[config.mk]
export PLATFORM = sky130hd
export DESIGN_NAME = addr9_detect
export DESIGN_NICKNAME = d
export VERILOG_FILES = /design/src/rtl/addr9_pkg.sv /design/src/rtl/a9_mode_reg.sv /design/src/rtl/a9_pat_match.sv /design/src/rtl/a9_addr_track.sv /design/src/rtl/addr9_detect.sv
export SDC_FILE = /design/constraint.sdc
export NUM_CORES = 1
export LEC_CHECK = 0
export ABC_CLOCK_PERIOD_IN_PS = 3500
export BUFFER_PORTS_ARGS = -buffer_cell sky130_fd_sc_hd__buf_4
export CAP_MARGIN = 5
export CORE_MARGIN = 1
export CORE_UTILIZATION = 45
export DETAILED_ROUTE_END_ITERATION = 10
export PLACE_DENSITY = 0.78
export SETUP_SLACK_MARGIN = 0.15
export SYNTH_ARGS = -nofsm -noshare
export SYNTH_HDL_FRONTEND = slang
export SYNTH_SLANG_ARGS = --single-unit
[constraint.sdc]
create_clock -name clk -period 3.5 [get_ports clk]
set_input_delay 0.525 -clock clk [delete_from_list [all_inputs] [get_ports clk]]
set_output_delay 0.525 -clock clk [all_outputs]
set_load 0.05 [all_outputs]
[src/rtl/addr9_pkg.sv]
package addr9_pkg;
  localparam int CHAR_W  = 8;
  localparam int WORD_W  = CHAR_W + 1;
  localparam int NUM_PAT = 4;
  localparam int MODE_W  = 8;
  localparam int IDX_W   = $clog2(NUM_PAT);

  typedef struct packed {
    logic [NUM_PAT-1:0] pat9;     // ninth bits of patterns (bit 2+i)
    logic               addr_ie;  // bit 1
    logic               nine_en;  // bit 0
  } mode_t;

  localparam int STORED_W = $bits(mode_t);
endpackage

[src/rtl/a9_mode_reg.sv]
module a9_mode_reg
  import addr9_pkg::*;
(
  input  logic              clk,
  input  logic              rst_n,
  input  logic              wr,
  input  logic [MODE_W-1:0] wdata,
  output mode_t             mode_q,
  output logic [MODE_W-1:0] rdata
);
  mode_t mode_d;

  always_comb begin
    mode_d = mode_q;
    if (wr) mode_d = mode_t'(wdata[STORED_W-1:0]);
  end

  always_ff @(posedge clk or negedge rst_n) begin
    if (!rst_n) mode_q <= '0;
    else        mode_q <= mode_d;
  end

  assign rdata = {{(MODE_W-STORED_W){1'b0}}, mode_q};


  mode_wr_readback_chk: assert property (@(posedge clk) disable iff (!rst_n)
    wr |=> (rdata[STORED_W-1:0] == $past(wdata[STORED_W-1:0])));
endmodule

[src/rtl/a9_pat_match.sv]
module a9_pat_match #(
  parameter int NUM_PAT = 4,
  parameter int CHAR_W  = 8,
  localparam int WORD_W = CHAR_W + 1,
  localparam int IDX_W  = (NUM_PAT > 1) ? $clog2(NUM_PAT) : 1
) (
  input  logic                      clk,
  input  logic                      rst_n,
  input  logic                      rx_valid,
  input  logic [WORD_W-1:0]         rx_word,
  input  logic [NUM_PAT*CHAR_W-1:0] spc_flat,
  input  logic [NUM_PAT-1:0]        pat9,
  input  logic                      active,
  input  logic                      stat_rd,
  output logic                      match_irq,
  output logic [IDX_W-1:0]          match_idx
);
  logic [NUM_PAT-1:0] hits;
  logic               hit_any;
  logic [IDX_W-1:0]   hit_sel;
  logic               irq_d;
  logic [IDX_W-1:0]   idx_d;
  logic               load_en;

  for (genvar gi = 0; gi < NUM_PAT; gi++) begin : g_cmp
    logic [WORD_W-1:0] pattern;
    assign pattern  = {pat9[gi], spc_flat[gi*CHAR_W +: CHAR_W]};
    assign hits[gi] = (rx_word == pattern);
  end

  always_comb begin
    hit_sel = '0;
    for (int i = NUM_PAT - 1; i >= 0; i--) begin
      if (hits[i]) hit_sel = IDX_W'(i);
    end
  end

  assign hit_any = |hits;
  assign load_en = rx_valid && active && hit_any;

  always_comb begin
    irq_d = match_irq;
    idx_d = match_idx;
    if (stat_rd) irq_d = 1'b0;
    if (load_en) begin
      irq_d = 1'b1;
      idx_d = hit_sel;
    end
  end

  always_ff @(posedge clk or negedge rst_n) begin
    if (!rst_n) begin
      match_irq <= 1'b0;
      match_idx <= '0;
    end else begin
      match_irq <= irq_d;
      match_idx <= idx_d;
    end
  end


  match_needs_strobe_chk: assert property (@(posedge clk) disable iff (!rst_n)
    $rose(match_irq) |-> $past(rx_valid && active));

  match_clear_chk: assert property (@(posedge clk) disable iff (!rst_n)
    (stat_rd && !rx_valid) |=> !match_irq);

  lowest_index_chk: assert property (@(posedge clk) disable iff (!rst_n)
    (rx_valid && active && hits[0]) |=> (match_idx == '0));
endmodule

[src/rtl/a9_addr_track.sv]
module a9_addr_track #(
  parameter int DEPTH = 16,
  localparam int OCC_W = $clog2(DEPTH + 1)
) (
  input  logic clk,
  input  logic rst_n,
  input  logic rx_valid,
  input  logic rx_ninth,
  input  logic flag_en,
  input  logic fifo_pop,
  output logic addr_pend
);
  localparam logic [OCC_W-1:0] FULL = OCC_W'(DEPTH);

  logic [OCC_W-1:0] occ_q, occ_d;
  logic [OCC_W-1:0] pos_q, pos_d, pos_dec;
  logic             pop_ok, push_ok, flag;

  always_comb begin
    pop_ok  = fifo_pop && (occ_q != '0);
    push_ok = rx_valid && ((occ_q != FULL) || pop_ok);
    flag    = push_ok && flag_en && rx_ninth;
    occ_d   = occ_q;
    if (push_ok && !pop_ok)      occ_d = occ_q + 1'b1;
    else if (pop_ok && !push_ok) occ_d = occ_q - 1'b1;
    pos_dec = (pop_ok && (pos_q != '0)) ? pos_q - 1'b1 : pos_q;
    pos_d   = flag ? occ_d : pos_dec;
  end

  always_ff @(posedge clk or negedge rst_n) begin
    if (!rst_n) begin
      occ_q <= '0;
      pos_q <= '0;
    end else begin
      occ_q <= occ_d;
      pos_q <= pos_d;
    end
  end

  assign addr_pend = (pos_q != '0);


  occ_in_range_chk: assert property (@(posedge clk) disable iff (!rst_n)
    occ_q <= FULL);

  pos_within_occ_chk: assert property (@(posedge clk) disable iff (!rst_n)
    pos_q <= occ_q);

  pend_release_chk: assert property (@(posedge clk) disable iff (!rst_n)
    $fell(addr_pend) |-> $past(fifo_pop));
endmodule

[src/rtl/addr9_detect.sv]
module addr9_detect
  import addr9_pkg::*;
#(
  parameter int FIFO_DEPTH = 16
) (
  input  logic                      clk,
  input  logic                      rst_n,
  input  logic                      rx_valid,
  input  logic [WORD_W-1:0]         rx_char,
  input  logic                      fifo_pop,
  input  logic                      mode_wr,
  input  logic [MODE_W-1:0]         mode_wdata,
  output logic [MODE_W-1:0]         mode_rdata,
  input  logic [NUM_PAT*CHAR_W-1:0] spc_chars,
  input  logic                      enh_mode,
  input  logic                      match_ie,
  input  logic                      stat_rd,
  output logic                      addr_irq,
  output logic                      match_irq,
  output logic [IDX_W-1:0]          match_idx
);
  mode_t mode;
  logic  addr_pend;
  logic  match_active;
  logic  flag_en;

  a9_mode_reg u_mode (
    .clk    (clk),
    .rst_n  (rst_n),
    .wr     (mode_wr),
    .wdata  (mode_wdata),
    .mode_q (mode),
    .rdata  (mode_rdata)
  );

  assign flag_en      = mode.nine_en && mode.addr_ie;
  assign match_active = mode.nine_en && enh_mode && match_ie;

  a9_addr_track #(.DEPTH(FIFO_DEPTH)) u_addr (
    .clk       (clk),
    .rst_n     (rst_n),
    .rx_valid  (rx_valid),
    .rx_ninth  (rx_char[WORD_W-1]),
    .flag_en   (flag_en),
    .fifo_pop  (fifo_pop),
    .addr_pend (addr_pend)
  );

  assign addr_irq = addr_pend && flag_en;

  a9_pat_match #(.NUM_PAT(NUM_PAT), .CHAR_W(CHAR_W)) u_match (
    .clk       (clk),
    .rst_n     (rst_n),
    .rx_valid  (rx_valid),
    .rx_word   (rx_char),
    .spc_flat  (spc_chars),
    .pat9      (mode.pat9),
    .active    (match_active),
    .stat_rd   (stat_rd),
    .match_irq (match_irq),
    .match_idx (match_idx)
  );


  addr_rise_chk: assert property (@(posedge clk) disable iff (!rst_n)
    $rose(addr_irq) |-> ($past(rx_valid && rx_char[WORD_W-1]) || $past(mode_wr)));

  nine_off_chk: assert property (@(posedge clk) disable iff (!rst_n)
    (!mode.nine_en && !mode_wr && !match_irq) |=> !match_irq);
endmodule

# Word-level counts from Yosys, hierarchy flattened
# Index checks and enable logic that the tools add are counted.
# W data, S select, Z words.
# word_totals
regBits,19
latch_bits,0
ram_bits,0
romBits,0
inputBits,57
out_inout_bits,12
word_cells,46
n_memories,0
# classes
addsub,3
mul,0
n_div,0
magnitude_cmp,0
n_eq_ne,5
shift,0
mux,10
bitwise_logic,0
n_reduce_logical,21
# op_table
cell,count
$eq A9 B9 Y1,4
$mux W5,4
$logic_and A1 B1 Y1,13
$reduce_bool A5 Y1,2
$sub A5 B1 Y5 const B,2
$mux W2,4
$add A5 B1 Y5 const B,1
$ne A5 B5 Y1 const B,1
$reduce_bool A2 Y1,2
$reduce_or A4 Y1,1
$logic_not A1 Y1,2
$mux W1,2
$logic_or A1 B1 Y1,1

# Longest topological paths before layout
# Gate-level depths: netlist (run 1).
# logic_depth
word_depth,9
depth_mapped,7
depth_no_buf,7

# Cells and area by module
# Synthesis (run 1) repeated with hierarchy kept, for this count alone.
# hier_totals
hier_cells,173
hier_area_um2,1699.1
# modules_own_cells
module,instances,cells_per_inst,area_per_inst_um2,seq_area_each_um2
a9_addr_track,1,83,815.8,250.2
a9_pat_match,1,65,549.3,75.1
a9_mode_reg,1,22,315.3,150.1
addr9_detect,1,3,18.8,0.0

# Least setup slack after synthesis (run 1)
# No wires, ideal clock.
# synth_timing
path_type,flip-flop to output port
startpoint,reg u_mode.mode_q[0] in the netlist's numbering
endpoint,out addr_irq
arrival_ns,1.453
t_required_ns,2.975
slack_ns,1.522
path_stages_with_launch,3
path_buffers,0
cell_sequence,dfrtp_1 -> nand2_1 -> nor2_1
# synth_between
elab_chain_len,2
# synth_rtl
item,line,source
"start, declared",a9_mode_reg.sv:8,"output mode_t mode_q,"
"start signal, assigned",a9_mode_reg.sv:20,else mode_q <= mode_d;
$logic_and A1 B1 Y1,addr9_detect.sv:36,assign flag_en = mode.nine_en && mode.addr_ie;
$logic_and A1 B1 Y1,addr9_detect.sv:49,assign addr_irq = addr_pend && flag_en;
"end, declared",addr9_detect.sv:18,"output logic addr_irq,"
# Every way passes these cells.

# Worst setup path in the final report (run 1)
# layout_timing
startpoint,reg u_addr.pos_q[0]
endpoint,out addr_irq
# layout_between
elab_chain_len,2
# layout_rtl
item,line,source
"start, declared",a9_addr_track.sv:16,"logic [OCC_W-1:0] pos_q, pos_d, pos_dec;"
"start signal, assigned",a9_addr_track.sv:36,pos_q <= pos_d;
$reduce_bool A5 Y1,a9_addr_track.sv:40,assign addr_pend = (pos_q != '0);
$logic_and A1 B1 Y1,addr9_detect.sv:49,
# Every way passes these cells.

==> flow_summary.ini, run 1 <==
[routing]
avgViaCountPerCell = 5.06
drt_iter0_markers = 26
drcViolationCount = 0
via_count = 1306
wire_per_inst_um = 13.8
wl_mm = 3.55
ant_nets = 0
dr.pass1.iters = 4

[worst_setup_path]
r2r_cells = 7
path_max_fanout = 3
crit_buf_inv = 2
crit_arrival_ps = 1640
cp_top_family = simple AND/OR/NAND/NOR gates
path_class = reg2out
cp_num_cells = 5
crit_required_ps = 2970
cp_slowest_cell = dfrtp_1
max_stage_delay_ps = 420
endpoint_kind = output pin
crit_chain = inv_1 > ha_1 > nor4b_1 > nor2_1 > buf_4
cp-start-kind = flop

[placement]
gp_congestion = 0.849
hpwlAfterDp_mm = 2.92
dp.cells = 254
io_buffers = 64

[pwr]
p_leak_nw = 0.901
internal-power_mw = 0.550
pwr-share-comb = 0.492
power.density_nw_per_um2 = 451
power_frac_clock = 0.127
max-vdd-ir-drop_v = 0.000391
p_switching_mw = 0.350
seqPwrFrac = 0.380
sw_frac_of_total = 0.389

[synth]
synth_top_area_frac = 0.326
synthArstFlopShare = 1.00
synth_cell_types = 37
syn_area_per_cell_um2 = 9.65
syn_area_um2 = 1460
synth-edff-count = 0
synth_top_area_cell = dfrtp_1
synth_area_leaders = dfrtp_1, xnor2_1, xor2_1
synth_flop_cell = dfrtp_1
ys_seq_area_frac = 0.326
synth.most_common_cell = xnor2_1
yosys_warnings = 0
ys_seq_elements = 19
syn_inst = 151
synth_top_cells_by_count = xnor2_1, dfrtp_1, xor2_1

[timing]
setup_viol = 0
rsz0062_at_grt = no
clock_skew_ps = 0.998
tns_ps = 0
period_minus_slack_ps = 2160
holdWs_ps = 63.7
finalMaxSlewViolations = 0
tightestPinTransition_ps = 629
hold_viol_final = 0
period_share = 0.618
maxSlewHeadroom = 0.577
fmax_mhz = 462

[cells_and_area]
finalNonFillerCells = 258
fin_nets = 275
n_fill_cell = 257
areaGrowthSynthToFinish_pct = 36.8
diodes = 0
layout-drive-gt1-share = 0.379

[cts]
cts_tree = done
cts-buffers-inserted = 3
path_clk_slew_ps = 110
htree_levels = 1
clockRootBuffer = clkbuf_4
cts_resized = 0
cts_hold_buf = 0
clock_sink_count = 19
ctsLongestPathBuffers = 2
clock_latency_ps = 310
post_cts_buffers = 0

[grt]
grt_pass1_wl_mm = 5.60
grt_max_degree = 20
grt_usage = 0.218
grt_pass1_vias = 1314
grt-ovfl-total = 0
antenna_found_initial = 0

[floorplan]
die_w_um = 58.9
die_h_um = 58.9
initial_core_util = 0.477
die_area_um2 = 3470
rows = 20
ios = 69
core-area_um2 = 3050

[hold_path]
hp-class = in2async

[flow_run]
drv_cap = 0

[outcome]
status = complete, no violations
-- kinds of logic (layout without fill, tap and decap cells) --
| family | Yosys count | count (layout) | synth area share |
|---|---|---|---|
| AO/OA/AOI/OAI | 18 | 18 | 0.0773 |
| XOR/XNOR | 42 | 42 | 0.252 |
| adder cells (fa/ha/maj) | 3 | 3 | 0.0258 |
| buffers and inverters | 14 | 76 | 0.0412 |
| flip-flops | 19 | 19 | 0.326 |
| multiplexers | 14 | 14 | 0.107 |
| other | 1 | 2 | 0.00257 |
| AND/OR/NAND/NOR | 40 | 40 | 0.167 |
-- cell type report --
class                           count  area, µm²  share of cell area
Clock buffer                        3       22.5              0.0113
Clock inverter                      1       5.00             0.00251
Inverter                            8       30.0              0.0151
Multi-Input combinational cell    119        926               0.464
Sequential cell                    19        475               0.238
Tap cell                           44       55.1              0.0276
Timing Repair Buffer               64        480               0.241
-- worst register-to-register path, delay by kind of cell, from the launching register on --
family,cells,cell delay (ps)
buf+inv,1,120
compound gates,1,190
mux,1,260
flops,1,420
xor+xnor,1,100
fa+ha+maj,1,190
simple gates,2,690
-- sequential cells by signal (all words and copies together), names as in the netlist --
signal,flops
u_match.match_irq,1
u_mode.mode_q,6
u_match.match_idx,2
u_addr.occ_q,5
u_addr.pos_q,5
-- layout by cell type (no fill, tap or decap), drive strengths merged, types with 5 or more instances in the layout --
master	synthesis	layout
buf	3	64
dfrtp	19	19
inv	8	8
mux2	10	10
nand2	6	6
nand3	5	5
nand4	5	5
nor4	7	7
o21ai	8	8
xnor2	27	27
xor2	15	15
-- layer usage --
metal  vias to the layer above  track usage  routed length [µm]
li1                        650            -                   -
met1                       596        0.236                1410
met2                        51        0.412                1790
met3                         9       0.0308                 257
met4                         0        0.102                  93
met5                         -            0                   0
-- power groups by stage --
stage	logic [mW]	clock network [mW]	registers (mW)
after floorplan	0.290	0	0.359
after global placement	0.426	0	0.341
after detailed placement	0.446	0	0.345
after CTS	0.448	0.116	0.342
after global routing	0.494	0.126	0.352
final	0.443	0.115	0.342
-- per-stage QoR --
step / utilization / setup WS [ps] / area, µm² / total power, mW
6_report: 0.653 / 1340 / 1990 / 0.900
5_1_grt: 0.653 / 1270 / 1990 / 0.972
4_1_cts: 0.653 / 1360 / 1990 / 0.906
3_5_place_dp: 0.644 / 1430 / 1970 / 0.792
3_3_place_gp: 0.644 / 1490 / 1970 / 0.768
2_1_floorplan: - / 1520 / 1460 / 0.649
-- path summary, 6_finish.rpt --
kind | startpoint | end | slack, ps
max | u_addr.pos_q[0] | addr_irq | 1340
min | rst_n | u_addr.pos_q[3] | 60
max in group asynchronous | rst_n | u_mode.mode_q[3] | 3240
min in group clk | stat_rd | u_match.match_irq | 400
min reg2reg | u_match.match_irq | u_match.match_irq | 530
max reg2reg | u_addr.occ_q[1] | u_addr.pos_q[2] | 1430
Note: power is estimated with default switching activity, not from simulation.
==> run 2: changes to the inputs <==
Settings changed: ABC_CLOCK_PERIOD_IN_PS 3500 to 2000.
Clock period 3.5 ns to 2 ns, I/O delays scaled along.
==> run 2 against run 1 <==
Utilization is 5.9 points higher. Global-route usage up 1.8 points. Sequential power up 80%. Non-clock buffer count rose by 11. Combinational power up 150%. Cell count increased by 4.3%. Worst hold slack better by 110 ps. Flip-flop and latch count unchanged. Power increased by 110%. First-iteration DRC count rose by 54%. Critical path depth is 2 higher. Cell area up 9.0%. Critical endpoint is now u_addr.pos_q[2]. Largest power group unchanged.
==> flow_summary.ini, run 2 (synthesized netlist as in run 1, its figures left out) <==
[cts]
cts_tree = done
clockRootBuffer = clkbuf_4
htree_levels = 1
clock_latency_ps = 320
ctsLongestPathBuffers = 2
cts-buffers-inserted = 3
clock_sink_count = 19
path_clk_slew_ps = 110

[hold_path]
hold_depth = 2
min_to = u_match.match_irq
min_from = stat_rd
hp-class = in2reg

[cells_and_area]
largest_register_ffs = 6
biggestRegsByFlops = u_mode.mode_q: 6 flops, u_addr.occ_q: 5 flops, u_addr.pos_q: 5 flops
layout-drive-gt1-share = 0.458
fin_nets = 286
n_fill_cell = 241
layout_common_cells = buf_4, xnor2_1, dfrtp_1, xor2_1, o21ai_0
largest_register = u_mode.mode_q
fin_area_um2 = 2170
diodes = 0
areaGrowthSynthToFinish_pct = 49.2
final_common_cell = buf_4

[timing]
setup_ws_ps = 50.3
setup_viol = 0
period_minus_slack_ps = 1950
period_share = 0.975
maxSlewHeadroom = 0.609
clock_skew_ps = 4.30
tns_ps = 0
hold_viol_final = 0
rsz0062_at_grt = yes
tightestPinTransition_ps = 583
finalMaxSlewViolations = 0
fmax_mhz = 513

[pwr]
pwr-share-comb = 0.572
internal-power_mw = 1.18
power.density_nw_per_um2 = 883
power.total_mw = 1.92
p_switching_mw = 0.745
sw_frac_of_total = 0.388
p_leak_nw = 0.975
seqPwrFrac = 0.321
power_frac_clock = 0.108
max-vdd-ir-drop_v = 0.000789

[routing]
wl_mm = 4.01
drt_iter0_markers = 40
via_count = 1379
avgViaCountPerCell = 5.13
ant_nets = 0
wire_per_inst_um = 14.9
drcViolationCount = 0
dr.pass1.iters = 4

[placement]
post_dp_cell_area_um2 = 2000
io_buffers = 64
gp_congestion = 0.830
hpwlAfterDp_mm = 3.03
dp_slack_ps = 23.1

[flow_run]
drv_cap = 0

[worst_setup_path]
r2r_cells = 7
r2r_start = u_addr.occ_q[0]
path_class = reg2reg
crit_required_ps = 2220
r2r-end = u_addr.pos_q[2]
endpoint_kind = flop
path_max_fanout = 4
r2r_slack_ps = 50
crit_chain = inv_2 > ha_4 > or3b_4 > mux2i_4 > a32oi_2 > xnor2_1 > mux2_4
crit_buf_inv = 1
cp_slowest_cell = dfrtp_1
cp-start-kind = flop
max_stage_delay_ps = 410
cp_top_family = multiplexers
crit_arrival_ps = 2170

[floorplan]
die_w_um = 58.9
die_h_um = 58.9
rows = 20
die_area_um2 = 3470
core-area_um2 = 3050
initial_core_util = 0.477
ios = 69

[grt]
grt_pass1_vias = 1355
grtUsageMet1 = 0.252
grt_pass1_wl_mm = 6.00
grt.busiest_layer = met2
gr-usage-met2 = 0.451
met3_usage = 0.0308
grt_usage = 0.236
antenna_found_initial = 0
grt_max_degree = 20
grt-ovfl-total = 0

[outcome]
status = complete, no violations
==> run 2: layout make-up <==
| cell class | instances | area, µm² | area share |
|---|---|---|---|
| sequential | 19 | 475 | 0.219 |
| multi-input combinational | 119 | 1020 | 0.468 |
| inverter | 8 | 30.0 | 0.0138 |
| clock buffer | 3 | 22.5 | 0.0104 |
| clock inverter | 1 | 5.00 | 0.00230 |
| timing repair buffer | 75 | 569 | 0.262 |
| tap | 44 | 55.1 | 0.0253 |
==> run 2: stage by stage <==
stage	hold slack, ps	util	instances
final	173	0.712	269
after CTS	170	0.697	269
after floorplan	4.41	-	152
after global placement	182	0.657	259
after detailed placement	190	0.657	259
after global routing	172	0.712	269
==> run 2: repair_timing <==
action                     in CTS  in global routing
pin swaps                       7                  3
resized for setup              10                  9
setup endpoints to repair       4                  6
buffers inserted                5                  0
hold buffers                    1                  0
hold endpoints to repair       19                  0
==> run 2: power by group through the flow <==
stage / registers [mW] / logic (mW) / clock network, mW
final: 0.616 / 1.10 / 0.207
after CTS: 0.589 / 0.999 / 0.215
after global placement: 0.588 / 0.810 / 0
after floorplan: 0.629 / 0.509 / 0
after detailed placement: 0.588 / 0.841 / 0
after global routing: 0.627 / 1.19 / 0.230
==> run 2: worst max path at each step <==
| stage | slack (ps) | endpoint | start | cells after the start |
|---|---|---|---|---|
| after floorplan | 110 | u_addr.pos_q[2] | u_addr.occ_q[0] | 7 |
| after global placement | 80 | u_addr.pos_q[2] | u_addr.occ_q[1] | 7 |
| after detailed placement | 20 | u_addr.pos_q[2] | u_addr.occ_q[1] | 7 |
| after CTS | 80 | u_addr.pos_q[2] | u_addr.occ_q[1] | 7 |
| after global routing | -20 | u_addr.pos_q[2] | u_addr.occ_q[1] | 7 |
| final | 50 | u_addr.pos_q[2] | u_addr.occ_q[0] | 7 |
==> run 2: per-layer routing <==
layer / part of all wire / wire, µm
met3: 0.066 / 263
met1: 0.40 / 1600
met5: 0 / 0
met4: 0.031 / 123
met2: 0.50 / 2020
